==> config.mk <==
export PLATFORM = sky130hd
export DESIGN_NAME = ai_scan_seq
export DESIGN_NICKNAME = d
export VERILOG_FILES = /design/src/rtl/ais_pkg.sv /design/src/rtl/ais_settle_timer.sv /design/src/rtl/ais_sample_fifo.sv /design/src/rtl/ais_sequencer.sv /design/src/rtl/ai_scan_seq.sv
export SDC_FILE = /design/constraint.sdc
export NUM_CORES = 1
export LEC_CHECK = 0
export ABC_CLOCK_PERIOD_IN_PS = 4930
export CELL_PAD_IN_SITES_DETAIL_PLACEMENT = 2
export CELL_PAD_IN_SITES_GLOBAL_PLACEMENT = 2
export CORE_AREA = 2 2 244 246
export CTS_CLUSTER_DIAMETER = 30
export DETAILED_ROUTE_END_ITERATION = 16
export DIE_AREA = 0 0 246 248
export GPL_ROUTABILITY_DRIVEN = 0
export PLACE_DENSITY_LB_ADDON = 0.1
export SETUP_SLACK_MARGIN = 0.5
export SYNTH_ARGS = -nofsm -noshare
export SYNTH_HDL_FRONTEND = slang
export SYNTH_HIERARCHICAL = 1
export SYNTH_SLANG_ARGS = --single-unit
==> constraint.sdc <==
create_clock -name clk -period 4.93 [get_ports clk]
set_input_delay 1.2325 -clock clk [delete_from_list [all_inputs] [get_ports clk]]
set_output_delay 1.2325 -clock clk [all_outputs]
set_load 0.1 [all_outputs]
==> src/rtl/ais_pkg.sv <==
package ais_pkg;
    // register offsets (the host software decodes these)
    localparam logic [3:0] OFS_DATA_LO = 4'h0;
    localparam logic [3:0] OFS_DATA_HI = 4'h1;
    localparam logic [3:0] OFS_CHAN_LO = 4'h2;
    localparam logic [3:0] OFS_CHAN_HI = 4'h3;
    localparam logic [3:0] OFS_FIFO    = 4'h7;
    localparam logic [3:0] OFS_CTRL    = 4'h8;
    localparam logic [3:0] OFS_TIMING  = 4'h9;
    localparam logic [3:0] OFS_CFG     = 4'hB;

    // bit positions inside written bytes
    localparam int FCTL_CLEAR_BIT = 1;
    localparam int FCTL_SCAN_BIT  = 2;
    localparam int CTRL_ACK_BIT   = 3;
    localparam int CTRL_RST_BIT   = 5;
    localparam int TMG_IEN_BIT    = 7;

    localparam logic [5:0] CFG_RESET    = 6'h0C;
    localparam logic [7:0] STATUS_FIXED = 8'h60;

    typedef enum logic [1:0] {
        SEQ_IDLE,
        SEQ_SETTLE,
        SEQ_CONVERT
    } seq_state_e;

    // settling length: interval code 0..3 maps to 4..1 units
    function automatic int unsigned settle_cycles(input logic [1:0] sel,
                                                  input int unsigned unit);
        return unit * (32'd4 - 32'(sel));
    endfunction
endpackage

==> src/rtl/ais_settle_timer.sv <==
module ais_settle_timer #(
    parameter int CNT_W = 5
) (
    input  logic             clk,
    input  logic             rst,
    input  logic             clr,
    input  logic             load,
    input  logic [CNT_W-1:0] len,
    output logic             busy
);
    logic [CNT_W-1:0] cnt_q;

    always_ff @(posedge clk) begin
        if (rst || clr)
            cnt_q <= '0;
        else if (load)
            cnt_q <= len;
        else if (cnt_q != '0)
            cnt_q <= cnt_q - 1'b1;
    end

    assign busy = (cnt_q != '0);
endmodule

==> src/rtl/ais_sample_fifo.sv <==
module ais_sample_fifo #(
    parameter int DATA_W = 16,
    parameter int DEPTH  = 32
) (
    input  logic              clk,
    input  logic              rst,
    input  logic              clr,
    input  logic              push,
    input  logic [DATA_W-1:0] wdata,
    input  logic              pop,
    output logic [DATA_W-1:0] rdata,
    output logic              empty,
    output logic              full
);
    localparam int PTR_W = (DEPTH > 1) ? $clog2(DEPTH) : 1;

    logic [DATA_W-1:0] mem [DEPTH];
    logic [PTR_W-1:0]  wr_ptr, rd_ptr;
    logic [PTR_W:0]    count;
    logic              do_push, do_pop;

    function automatic logic [PTR_W-1:0] ptr_next(input logic [PTR_W-1:0] p);
        return (p == PTR_W'(DEPTH - 1)) ? '0 : p + 1'b1;
    endfunction

    assign empty   = (count == '0);
    assign full    = (count == (PTR_W+1)'(DEPTH));
    assign do_push = push && !full;
    assign do_pop  = pop && !empty;
    assign rdata   = empty ? '0 : mem[rd_ptr];

    always_ff @(posedge clk) begin
        if (rst || clr) begin
            wr_ptr <= '0;
            rd_ptr <= '0;
            count  <= '0;
        end else begin
            if (do_push) wr_ptr <= ptr_next(wr_ptr);
            if (do_pop)  rd_ptr <= ptr_next(rd_ptr);
            if (do_push && !do_pop)
                count <= count + 1'b1;
            else if (do_pop && !do_push)
                count <= count - 1'b1;
        end
    end

    always_ff @(posedge clk) begin
        if (do_push)
            mem[wr_ptr] <= wdata;
    end
endmodule

==> src/rtl/ais_sequencer.sv <==
module ais_sequencer
    import ais_pkg::*;
#(
    parameter int CHAN_W = 5
) (
    input  logic              clk,
    input  logic              rst,
    input  logic              clr,
    input  logic              start,
    input  logic              scan_en,
    input  logic [CHAN_W-1:0] chan_lo,
    input  logic [CHAN_W-1:0] chan_hi,
    input  logic              settle_busy,
    input  logic              cnv_ack,
    output logic              cnv_req,
    output logic [CHAN_W-1:0] mux_chan,
    output logic              push,
    output logic              done,
    output logic              busy
);
    seq_state_e        state_q;
    logic [CHAN_W-1:0] cur_q, end_q;
    logic              at_end;

    assign at_end   = (cur_q >= end_q);
    assign cnv_req  = (state_q == SEQ_CONVERT);
    assign push     = cnv_req && cnv_ack;
    assign done     = push && at_end;
    assign busy     = (state_q != SEQ_IDLE);
    assign mux_chan = cur_q;

    always_ff @(posedge clk) begin
        if (rst || clr) begin
            state_q <= SEQ_IDLE;
            cur_q   <= '0;
            end_q   <= '0;
        end else begin
            unique case (state_q)
                SEQ_IDLE: if (start) begin
                    cur_q   <= chan_lo;
                    end_q   <= scan_en ? chan_hi : chan_lo;
                    state_q <= SEQ_SETTLE;
                end
                SEQ_SETTLE: if (!settle_busy)
                    state_q <= SEQ_CONVERT;
                SEQ_CONVERT: if (cnv_ack) begin
                    if (at_end) state_q <= SEQ_IDLE;
                    else        cur_q   <= cur_q + 1'b1;
                end
                default: state_q <= SEQ_IDLE;
            endcase
        end
    end
endmodule

==> src/rtl/ai_scan_seq.sv <==
module ai_scan_seq
    import ais_pkg::*;
#(
    parameter int CHAN_W      = 5,
    parameter int SAMPLE_W    = 16,
    parameter int FIFO_DEPTH  = 32,
    parameter int SETTLE_UNIT = 4
) (
    input  logic                clk,
    input  logic                rst,
    input  logic [3:0]          bus_addr,
    input  logic                bus_wr,
    input  logic                bus_rd,
    input  logic [7:0]          bus_wdata,
    output logic [7:0]          bus_rdata,
    output logic [CHAN_W-1:0]   mux_chan,
    output logic                cnv_req,
    input  logic                cnv_ack,
    input  logic [SAMPLE_W-1:0] cnv_data,
    output logic                irq
);
    localparam int SETTLE_MAX = SETTLE_UNIT * 4;
    localparam int CNT_W      = $clog2(SETTLE_MAX + 1);

    logic [CHAN_W-1:0]   chan_lo_q, chan_hi_q;
    logic [5:0]          cfg_q;
    logic [1:0]          clk_sel_q;
    logic                scan_en_q, int_en_q, irq_q;
    logic                wr_start, wr_lo, wr_hi, wr_fifo, wr_ctrl, wr_tmg, wr_cfg;
    logic                soft_rst, fifo_clr, irq_ack, settle_load;
    logic [1:0]          settle_sel;
    logic [CNT_W-1:0]    settle_len;
    logic                settle_busy, seq_busy, seq_push, seq_done;
    logic                fifo_empty, fifo_full, fifo_pop;
    logic [SAMPLE_W-1:0] fifo_rdata;

    assign wr_start = bus_wr && (bus_addr == OFS_DATA_LO);
    assign wr_lo    = bus_wr && (bus_addr == OFS_CHAN_LO);
    assign wr_hi    = bus_wr && (bus_addr == OFS_CHAN_HI);
    assign wr_fifo  = bus_wr && (bus_addr == OFS_FIFO);
    assign wr_ctrl  = bus_wr && (bus_addr == OFS_CTRL);
    assign wr_tmg   = bus_wr && (bus_addr == OFS_TIMING);
    assign wr_cfg   = bus_wr && (bus_addr == OFS_CFG);

    assign soft_rst    = wr_ctrl && bus_wdata[CTRL_RST_BIT];
    assign irq_ack     = wr_ctrl && bus_wdata[CTRL_ACK_BIT];
    assign fifo_clr    = soft_rst || (wr_fifo && bus_wdata[FCTL_CLEAR_BIT]);
    assign fifo_pop    = bus_rd && (bus_addr == OFS_DATA_HI);
    assign settle_load = wr_lo || wr_hi || wr_cfg;
    assign settle_sel  = wr_cfg ? bus_wdata[5:4] : cfg_q[5:4];
    assign settle_len  = CNT_W'(settle_cycles(settle_sel, SETTLE_UNIT));

    always_ff @(posedge clk) begin
        if (rst || soft_rst) begin
            chan_lo_q <= '0;
            chan_hi_q <= '0;
            cfg_q     <= CFG_RESET;
            clk_sel_q <= '0;
            scan_en_q <= 1'b0;
            int_en_q  <= 1'b0;
            irq_q     <= 1'b0;
        end else begin
            if (wr_lo)   chan_lo_q <= bus_wdata[CHAN_W-1:0];
            if (wr_hi)   chan_hi_q <= bus_wdata[CHAN_W-1:0];
            if (wr_cfg)  cfg_q     <= bus_wdata[5:0];
            if (wr_fifo) scan_en_q <= bus_wdata[FCTL_SCAN_BIT];
            if (wr_tmg) begin
                int_en_q  <= bus_wdata[TMG_IEN_BIT];
                clk_sel_q <= bus_wdata[1:0];
            end
            if (seq_done && int_en_q) irq_q <= 1'b1;
            else if (irq_ack)         irq_q <= 1'b0;
        end
    end

    ais_settle_timer #(.CNT_W(CNT_W)) u_settle (
        .clk  (clk),
        .rst  (rst),
        .clr  (soft_rst),
        .load (settle_load),
        .len  (settle_len),
        .busy (settle_busy)
    );

    ais_sequencer #(.CHAN_W(CHAN_W)) u_seq (
        .clk         (clk),
        .rst         (rst),
        .clr         (soft_rst),
        .start       (wr_start),
        .scan_en     (scan_en_q),
        .chan_lo     (chan_lo_q),
        .chan_hi     (chan_hi_q),
        .settle_busy (settle_busy),
        .cnv_ack     (cnv_ack),
        .cnv_req     (cnv_req),
        .mux_chan    (mux_chan),
        .push        (seq_push),
        .done        (seq_done),
        .busy        (seq_busy)
    );

    ais_sample_fifo #(.DATA_W(SAMPLE_W), .DEPTH(FIFO_DEPTH)) u_fifo (
        .clk   (clk),
        .rst   (rst),
        .clr   (fifo_clr),
        .push  (seq_push),
        .wdata (cnv_data),
        .pop   (fifo_pop),
        .rdata (fifo_rdata),
        .empty (fifo_empty),
        .full  (fifo_full)
    );

    always_comb begin
        unique case (bus_addr)
            OFS_DATA_LO: bus_rdata = fifo_rdata[7:0];
            OFS_DATA_HI: bus_rdata = 8'(fifo_rdata >> 8);
            OFS_CHAN_LO: bus_rdata = 8'(chan_lo_q);
            OFS_CHAN_HI: bus_rdata = 8'(chan_hi_q);
            OFS_FIFO:    bus_rdata = {fifo_empty, fifo_full, 6'b0};
            OFS_CTRL:    bus_rdata = STATUS_FIXED | {seq_busy, 7'b0};
            OFS_TIMING:  bus_rdata = {irq_q, 5'b0, clk_sel_q};
            OFS_CFG:     bus_rdata = {settle_busy, 1'b0, cfg_q};
            default:     bus_rdata = 8'h00;
        endcase
    end

    assign irq = irq_q;
endmodule

# Yosys cells after proc, flatten, opt, wreduce, memory -nomap -nowiden
# Memory sizes are Yosys's and may differ from the RTL's. A register that Yosys moved wholly into a read port is not among the register bits.
# Index checks and enable logic that the tools add are counted.
[word_totals]
word_cells = 106
memories = 1
mem_bits_rw = 512
output_inout_bits = 15
ff_bits = 54
[mem_list]
columns = ["memory", "depth", "width", "rd", "rd_ports_with_merged_regs", "wr", "line_no", "text"]
rows = [
  ["u_fifo.mem", 32, 16, 1, 1, 1, "ais_sample_fifo.sv:17", "logic [DATA_W-1:0] mem [DEPTH];"],
]
[op_classes]
magnitude_cmp = 1
reduce_logical = 40
eq_ne = 17
add_sub_neg = 7
mux = 25
[ops]
columns = ["operator", "count"]
rows = [
  ["case mux 8 bit (8 select lines)", 1],
  ["two-way mux 5 bit", 10],
  ["logical AND 1 bit", 18],
  ["two-way mux 16 bit", 1],
  ["adder 5 x 1 -> 5 bit, second input constant", 3],
  ["== test 4 bit, second input constant", 3],
  ["two-way mux 6 bit", 2],
  ["== test 5 bit, second input constant", 2],
  ["two-way mux 2 bit", 5],
  ["case mux 5 bit (2 select lines)", 1],
  ["nonzero test 2 bit", 5],
  ["== test 4 x 2 -> 1 bit, second input constant", 2],
  ["!= test 2 bit, second input constant", 4],
  ["AND reduction 4 bit", 2],
  ["adder 6 x 1 -> 6 bit, second input constant", 1],
  ["== test 6 bit, second input constant", 1],
  ["zero test 6 bit", 1],
  ["case mux 2 bit (3 select lines)", 1],
  ["subtractor 6 x 1 -> 6 bit, second input constant", 1],
  ["greater-or-equal comparator 5 bit", 1],
  ["logical OR 1 bit", 5],
  ["nonzero test 5 bit", 1],
  ["subtractor 5 x 1 -> 5 bit, second input constant", 1],
  ["== test 4 x 1 -> 1 bit, second input constant", 1],
  ["11 further kinds", 17],
]

# Longest topological paths before layout
# Gate-level depths: netlist of run 1.
[logic_depth]
ltp_word = 7
depth_mapped = 13
ltp_nobuf = 11

# By module
# The synthesis of run 1 kept the hierarchy.
[by_module_without_submodules]
columns = ["mod", "cells_each", "n_inst", "seq_area_each_um2", "area_per_inst_um2"]
rows = [
  ["ais_sample_fifo", 943, 1, 15795.1, 20774.9],
  ["ai_scan_seq", 169, 1, 420.4, 1340.0],
  ["ais_sequencer", 91, 1, 240.2, 774.5],
  ["ais_settle_timer", 34, 1, 100.1, 305.3],
]

# Worst setup path before layout of run 1
# No wires, ideal clock.
[synth_path]
path_kind = "in2out"
startpoint = "in bus_addr[0]"
endpoint = "out bus_rdata[1]"
cell_stages = 3
path_slack_ps = -184
t_arrival_ps = 3882
required_time_ps = 3698
path_cell_list = "buf_2 > or3_1 > o21ai_0"
[synth_between]
elab_chain_cells = 2
elab_cells_between_ends = 9
cone_classes = "7 x eq/ne; 1 x mux; 1 x reduce/logical"
[synth_rtl]
columns = ["element", "line_no", "text"]
rows = [
  ["start: declaration", "ai_scan_seq.sv:11", "input logic [3:0] bus_addr,"],
  ["== test 4 bit (tied with other cells)", "ai_scan_seq.sv:115", "unique case (bus_addr)"],
  ["case mux 8 bit (8 select lines) *", "ai_scan_seq.sv:115", ""],
  ["end: declaration", "ai_scan_seq.sv:15", "output logic [7:0] bus_rdata,"],
]
# Every way passes the cells marked *; elsewhere a longest branch is shown, timed or not.

==> results.toml, run 1 <==
[setup_path]
startpoint_type = "register"
crit_family = "multiplexers"
worst_setup_path_end_kind = "output port"
timing.rr.start = "u_fifo/count[4]"
cp_data_arrival_time_ns = 3.48
rrSetupSlack_ns = 1.18
max_stage_delay_ns = 0.54
cp_num_cells = 10
cp_cell_sequence = "buf_12 > buf_16 > mux4_2 > mux4_2 > inv_2 > a221oi_2 > mux4_2 > nand2_2 > o21ai_4 > buf_12"
crit_required_ns = 3.70
cp_num_buf_inv = 4
crit_slowest_cell = "mux4_2"
r2r_end = "u_fifo/count[4]"
cp_common_cell = "mux4_2"
critical_path_class = "register to output port"
rr_worst_depth = 11
crit_fanout = 7
critical_path.endpoint = "bus_rdata[0]"

[clocking]
cts_tree = "done"
clock_latency_ns = 0.71
cts.path.max_buffers = 3
hold_buffers = 0
cts.sink_count = 571
clkSlewWorstSetupHoldPaths_ns = 0.04
cts-htree-levels = 4
cts_buffers = 134
clock-root-buffer = "clkbuf_16"

[routing]
routedWlPerCell_um = 30.13
firstDrtPassIters = 4
vias_per_cell = 5.666
ant_nets = 0
routed_wirelength_mm = 69.87
via_count = 13140
drt_iter0_drc = 1039
drc = 0

[die]
die_y_um = 248
fp.coreArea_um2 = 58460
start_util = 0.3967
rows = 89
die_area_um2 = 61010
ios = 48
die_x_um = 246

[global_routing]
antenna_found_initial = 1
grt_pass1_wl_mm = 101.7
grt_pass1_vias = 14650
grt.total_usage = 0.2370
grt_max_degree = 44
gr-total-overflow = 0

[synth]
synth-seq-cells = 571
seq_area_frac_synth = 0.7138
syn-cell-area_um2 = 23190
synthFlopType = "edfxtp_1"
synth_edf_count = 512
async_flop_share = 0
yosysWarnings = 6
syn-instance-count = 1237
syn-mean-instance-area_um2 = 18.75
synth_cell_types = 74

[cells_and_area]
nets = 1492
final.fill_count = 5112
finish.utilization = 0.5144
drive_gt1_frac = 0.3504
area_delta_synth_final_pct = 29.66
mostFrequentLayoutCells = "edfxtp_1, mux4_2, clkbuf_16"
final_common_cell = "edfxtp_1"
finalNonFillerCells = 2319

[sta]
post-route-min-period_ns = 4.710
fin_ws_ns = 0.2204
finalHoldViolCount = 0
worstMarginPinSlew_ns = 1.367
setup_tns_ns = 0
slew_headroom = 0.08558
drv_slew = 0
finalSetupViolations = 0
max_freq_mhz = 212.3
period_share = 0.9553
fin_skew_ns = 0.03746
rsz0062_at_grt = "yes"

[outcome]
status = "finished, final reports clean"

[place]
dp_cells = 2055
portBuffers = 46
pre_cts_ws_ns = 0.3864
dp_hpwl_mm = 38.73

[min_path]
min_path_type = "register to register"

[run]
cap_violations = 0

[pwr]
p_leak_nw = 9.723
power_density_nw_per_um2 = 484.7
ir_drop_mv = 0.3119
[metrics by stage]
step / total power, W / area, µm² / hold slack (ns)
floorplan: 0.005599 / 23220 / 0.4284
global route: 0.01498 / 30070 / 0.4954
finish: 0.01458 / 30070 / 0.4746
detailed placement: 0.005784 / 25000 / 0.4663
global placement: 0.005770 / 25000 / 0.4599
CTS: 0.01472 / 29990 / 0.4720
[cells in the mapped netlist, drive strengths merged (3+ instances only)]
cell type / count / share of area
or4: 5 / 0.0018
and2: 3 / 0.00081
and3: 6 / 0.0016
a21oi: 43 / 0.0093
a31o: 3 / 0.0011
or3: 8 / 0.0022
a32o: 4 / 0.0017
or2: 4 / 0.0011
nand3b: 4 / 0.0013
clkbuf: 20 / 0.0033
o21ai: 36 / 0.0079
inv: 38 / 0.0061
a211oi: 5 / 0.0016
nand4: 3 / 0.00081
or3b: 4 / 0.0015
nor3: 9 / 0.0019
nor3b: 6 / 0.0022
a21o: 4 / 0.0013
a211o: 3 / 0.0011
a221oi: 17 / 0.0086
and3b: 3 / 0.0011
nand2: 32 / 0.0053
nor2: 65 / 0.011
o221ai: 17 / 0.0064
dfxtp: 59 / 0.051
buf: 46 / 0.013
mux2: 4 / 0.0019
nor2b: 9 / 0.0024
mux4: 146 / 0.14
nand3: 30 / 0.0065
a21boi: 3 / 0.00097
nand2b: 5 / 0.0013
nor4: 3 / 0.00081
a31oi: 4 / 0.0011
edfxtp: 512 / 0.66
ha: 21 / 0.011
mux2i: 27 / 0.012
a22oi: 3 / 0.00097
[metal layers]
metal  vias to the layer above  track usage  wire [µm]
met2                       415       0.4085      36280
met3                       126      0.04877       3371
li1                       5543            -          -
met1                      7055       0.2915      28070
met4                         0      0.09733       2152
met5                         -            0          0
[power by group]
group          switching [W]  leakage (nW)  internal [W]
sequential         0.0000210          5.08       0.00530
clock                0.00279          2.20       0.00608
combinational       0.000246          2.45      0.000136
[worst min-delay path: cells and delay by family, from the launching register on]
kind               cells  cell delay [ns]
DFF                    1             0.31
AOI/OAI and AO/OA      1             0.05
and+or+nand+nor        1             0.06
[how the worst min path moves through the flow]
stage                     startpoint        to  slack, ns  depth (start not counted)
after detailed placement    int_en_q       irq       0.47                          2
after CTS                   int_en_q       irq       0.47                          2
final                       int_en_q       irq       0.47                          2
after floorplan             int_en_q       irq       0.43                          2
after global placement      cfg_q[0]  cfg_q[0]       0.46                          2
after global routing        int_en_q       irq       0.50                          2
[cell type report]
type                            count  area [µm²]  area share
Antenna cell                        2       5.005   0.0001664
Clock buffer                      169        3715      0.1235
Clock inverter                     74       835.8     0.02779
Inverter                           38       150.1    0.004993
Multi-Input combinational cell    563        6304      0.2096
Sequential cell                   571       16570      0.5509
Tap cell                          773       967.2     0.03216
Timing Repair Buffer              129        1530     0.05088
[state kept, by name (all words and copies together), names as in the netlist, 5 cells and up, named ones only]
name,flops
u_fifo/wr_ptr,5
u_fifo/count,6
cfg_q,6
chan_hi_q,5
u_fifo/rd_ptr,5
chan_lo_q,5
u_settle/cnt_q,5
u_fifo/mem,512
u_seq/mux_chan,5
u_seq/end_q,5
[kinds of logic (layout without fill, tap and decap cells)]
logic type / after synthesis / in the layout / synth area share
flip-flops: 571 / 571 / 0.7138
AND/OR/NAND/NOR: 204 / 204 / 0.04591
multiplexers: 177 / 177 / 0.1558
AO/OA/AOI/OAI: 155 / 155 / 0.04850
buffers and inverters: 104 / 410 / 0.02249
adder cells (fa/ha/maj): 22 / 22 / 0.01219
XOR/XNOR: 3 / 3 / 0.001133
other: 1 / 4 / 0.0001617
[what timing repair did]
action,CTS,global route
buffers inserted,11,0
setup endpoints to repair,8,8
gates resized for setup,35,11
gates cloned,6,1
pin swaps,7,6
Note: power is estimated with default switching activity, not from simulation.
==> run 2: changes to the inputs <==
--- a/config.mk
+++ b/config.mk
@@ -13,7 +13,7 @@
 export DETAILED_ROUTE_END_ITERATION = 16
 export DIE_AREA = 0 0 246 248
 export GPL_ROUTABILITY_DRIVEN = 0
-export PLACE_DENSITY_LB_ADDON = 0.1
+export PLACE_DENSITY = 0.74
 export SETUP_SLACK_MARGIN = 0.5
 export SYNTH_ARGS = -nofsm -noshare
 export SYNTH_HDL_FRONTEND = slang
==> results.toml, run 2 (same netlist as run 1, synthesis figures left out) <==
[clocking]
hold_buffers = 0
cts-htree-levels = 3
clock-root-buffer = "clkbuf_16"
clock_latency_ns = 0.69
cts.sink_count = 571
clkSlewWorstSetupHoldPaths_ns = 0.05
cts_tree = "done"
cts_buffers = 120
cts.path.max_buffers = 3

[sta]
drv_slew = 0
finalSetupViolations = 0
period_share = 0.9639
finalHoldViolCount = 0
setup_tns_ns = 0
max_freq_mhz = 210.4
worstMarginPinSlew_ns = 1.433
rsz0062_at_grt = "yes"
slew_headroom = 0.04192
fin_ws_ns = 0.1782
fin_skew_ns = 0.05901
post-route-min-period_ns = 4.752

[die]
die_area_um2 = 61010
rows = 89
ios = 48
die_x_um = 246
fp.coreArea_um2 = 58460
die_y_um = 248
start_util = 0.3967

[cells_and_area]
drive_gt1_frac = 0.3566
area_delta_synth_final_pct = 27.99
final.fill_count = 5049
largest_reg_flops = 512
regMostFlops = "u_fifo/mem"
final_common_cell = "edfxtp_1"
reg_top3 = "u_fifo/mem x512, cfg_q x6, u_fifo/count x6"
nets = 1483
mostFrequentLayoutCells = "edfxtp_1, mux4_2, clkbuf_16"

[setup_path]
cp_num_buf_inv = 4
crit_family = "multiplexers"
cp_common_cell = "mux4_2"
crit_fanout = 7
crit_required_ns = 3.70
max_stage_delay_ns = 0.52
startpoint_type = "register"
critical_path_class = "register to output port"
crit_slowest_cell = "mux4_2"
cp_data_arrival_time_ns = 3.52
cp_cell_sequence = "buf_12 > buf_6 > mux4_2 > mux4_2 > inv_4 > a221oi_2 > mux4_2 > nand2_2 > o21ai_4 > buf_12"
worst_setup_path_end_kind = "output port"

[routing]
via_count = 13560
routedWlPerCell_um = 33.57
drt_iter0_drc = 1377
dr_wl_met2_mm = 39.93
firstDrtPassIters = 5
ant_nets = 0
routed_wirelength_mm = 77.48
wl_met1_mm = 29.43
vias_per_cell = 5.876
drc = 0
wl_met3_mm = 4.943
highest_layer = "met5"

[min_path]
min_path_type = "register to register"

[global_routing]
antenna_found_initial = 2
grt_max_degree = 53
grt.total_usage = 0.2599
gr-total-overflow = 0
grt_pass1_vias = 15030
grt_pass1_wl_mm = 111.4

[pwr]
swShare = 0.2218
power.internal_w = 0.01126
comb_power_share = 0.027
ir_drop_mv = 0.3352
clkPwrFrac = 0.606
power.switching_w = 0.003210
p_leak_nw = 9.599
seqPwrFrac = 0.368
power_density_nw_per_um2 = 487.5

[place]
portBuffers = 46
dp_hpwl_mm = 42.25
pre_cts_ws_ns = 0.2732

[run]
cap_violations = 0

[outcome]
status = "finished, final reports clean"
[run 2: timing repair]
item,4_1_cts,5_1_grt
gates cloned,2,0
endpoints found under the setup margin,8,8
buffers inserted,18,3
gates resized for setup,49,7
pin swaps,7,3
[run 2: metal layers]
| layer | vias up | global-route usage |
|---|---|---|
| li1 | 5521 | - |
| met1 | 7232 | 0.3148 |
| met2 | 626 | 0.4528 |
| met3 | 180 | 0.05493 |
| met4 | 2 | 0.1061 |
| met5 | - | 0 |
[run 2: final timing paths]
kind	from	to	slack [ns]	cells past startpoint
setup / recovery	register	bus_rdata[0]	0.18	10
hold / removal	u_fifo/count[4]	u_fifo/count[4]	0.48	2
setup reg to reg	u_fifo/count[0]	u_fifo/count[4]	1.22	11
hold reg to reg	u_fifo/count[4]	u_fifo/count[4]	0.48	2
[run 2: worst register-to-register path: stages (launching register included)]
cell,delay [ns]
dfxtp_1,0.34
or4_4,0.57
o31ai_4,0.55
inv_2,0.24
ha_1,0.33
inv_1,0.25
ha_1,0.30
nor2b_1,0.13
o21a_1,0.18
o21ai_0,0.15
or3b_2,0.46
a21oi_1,0.14
[run 2: through the flow]
stage	total power [W]	cell area, µm²	std cells	hold WS, ns	util
2_1_floorplan	0.005599	23220	1238	0.4284	-
3_3_place_gp	0.005759	24960	2056	0.4668	0.4270
4_1_cts	0.01459	29660	2304	0.4830	0.5074
3_5_place_dp	0.005791	24960	2056	0.4694	0.4270
6_report	0.01447	29690	2308	0.4757	0.5078
5_1_grt	0.01479	29680	2307	0.5064	0.5077
[run 2: final cells by class]
| class | instances | area, µm² | share of cell area |
|---|---|---|---|
| Sequential cell | 571 | 16570 | 0.5581 |
| Multi-Input combinational cell | 563 | 6301 | 0.2123 |
| Clock buffer | 134 | 3137 | 0.1057 |
| Timing Repair Buffer | 134 | 1348 | 0.04539 |
| Clock inverter | 94 | 1215 | 0.04093 |
| Tap cell | 773 | 967.2 | 0.03258 |
| Inverter | 38 | 148.9 | 0.005016 |
| Antenna cell | 1 | 2.502 | 0.00008430 |
[run 2: power groups by stage]
stage | Clock, W | Sequential, W | Combinational (W)
finish | 0.00876 | 0.00532 | 0.000388
global route | 0.00906 | 0.00532 | 0.000418
CTS | 0.00888 | 0.00532 | 0.000391
detailed placement | 0 | 0.00541 | 0.000377
global placement | 0 | 0.00541 | 0.000349
floorplan | 0 | 0.00541 | 0.000192
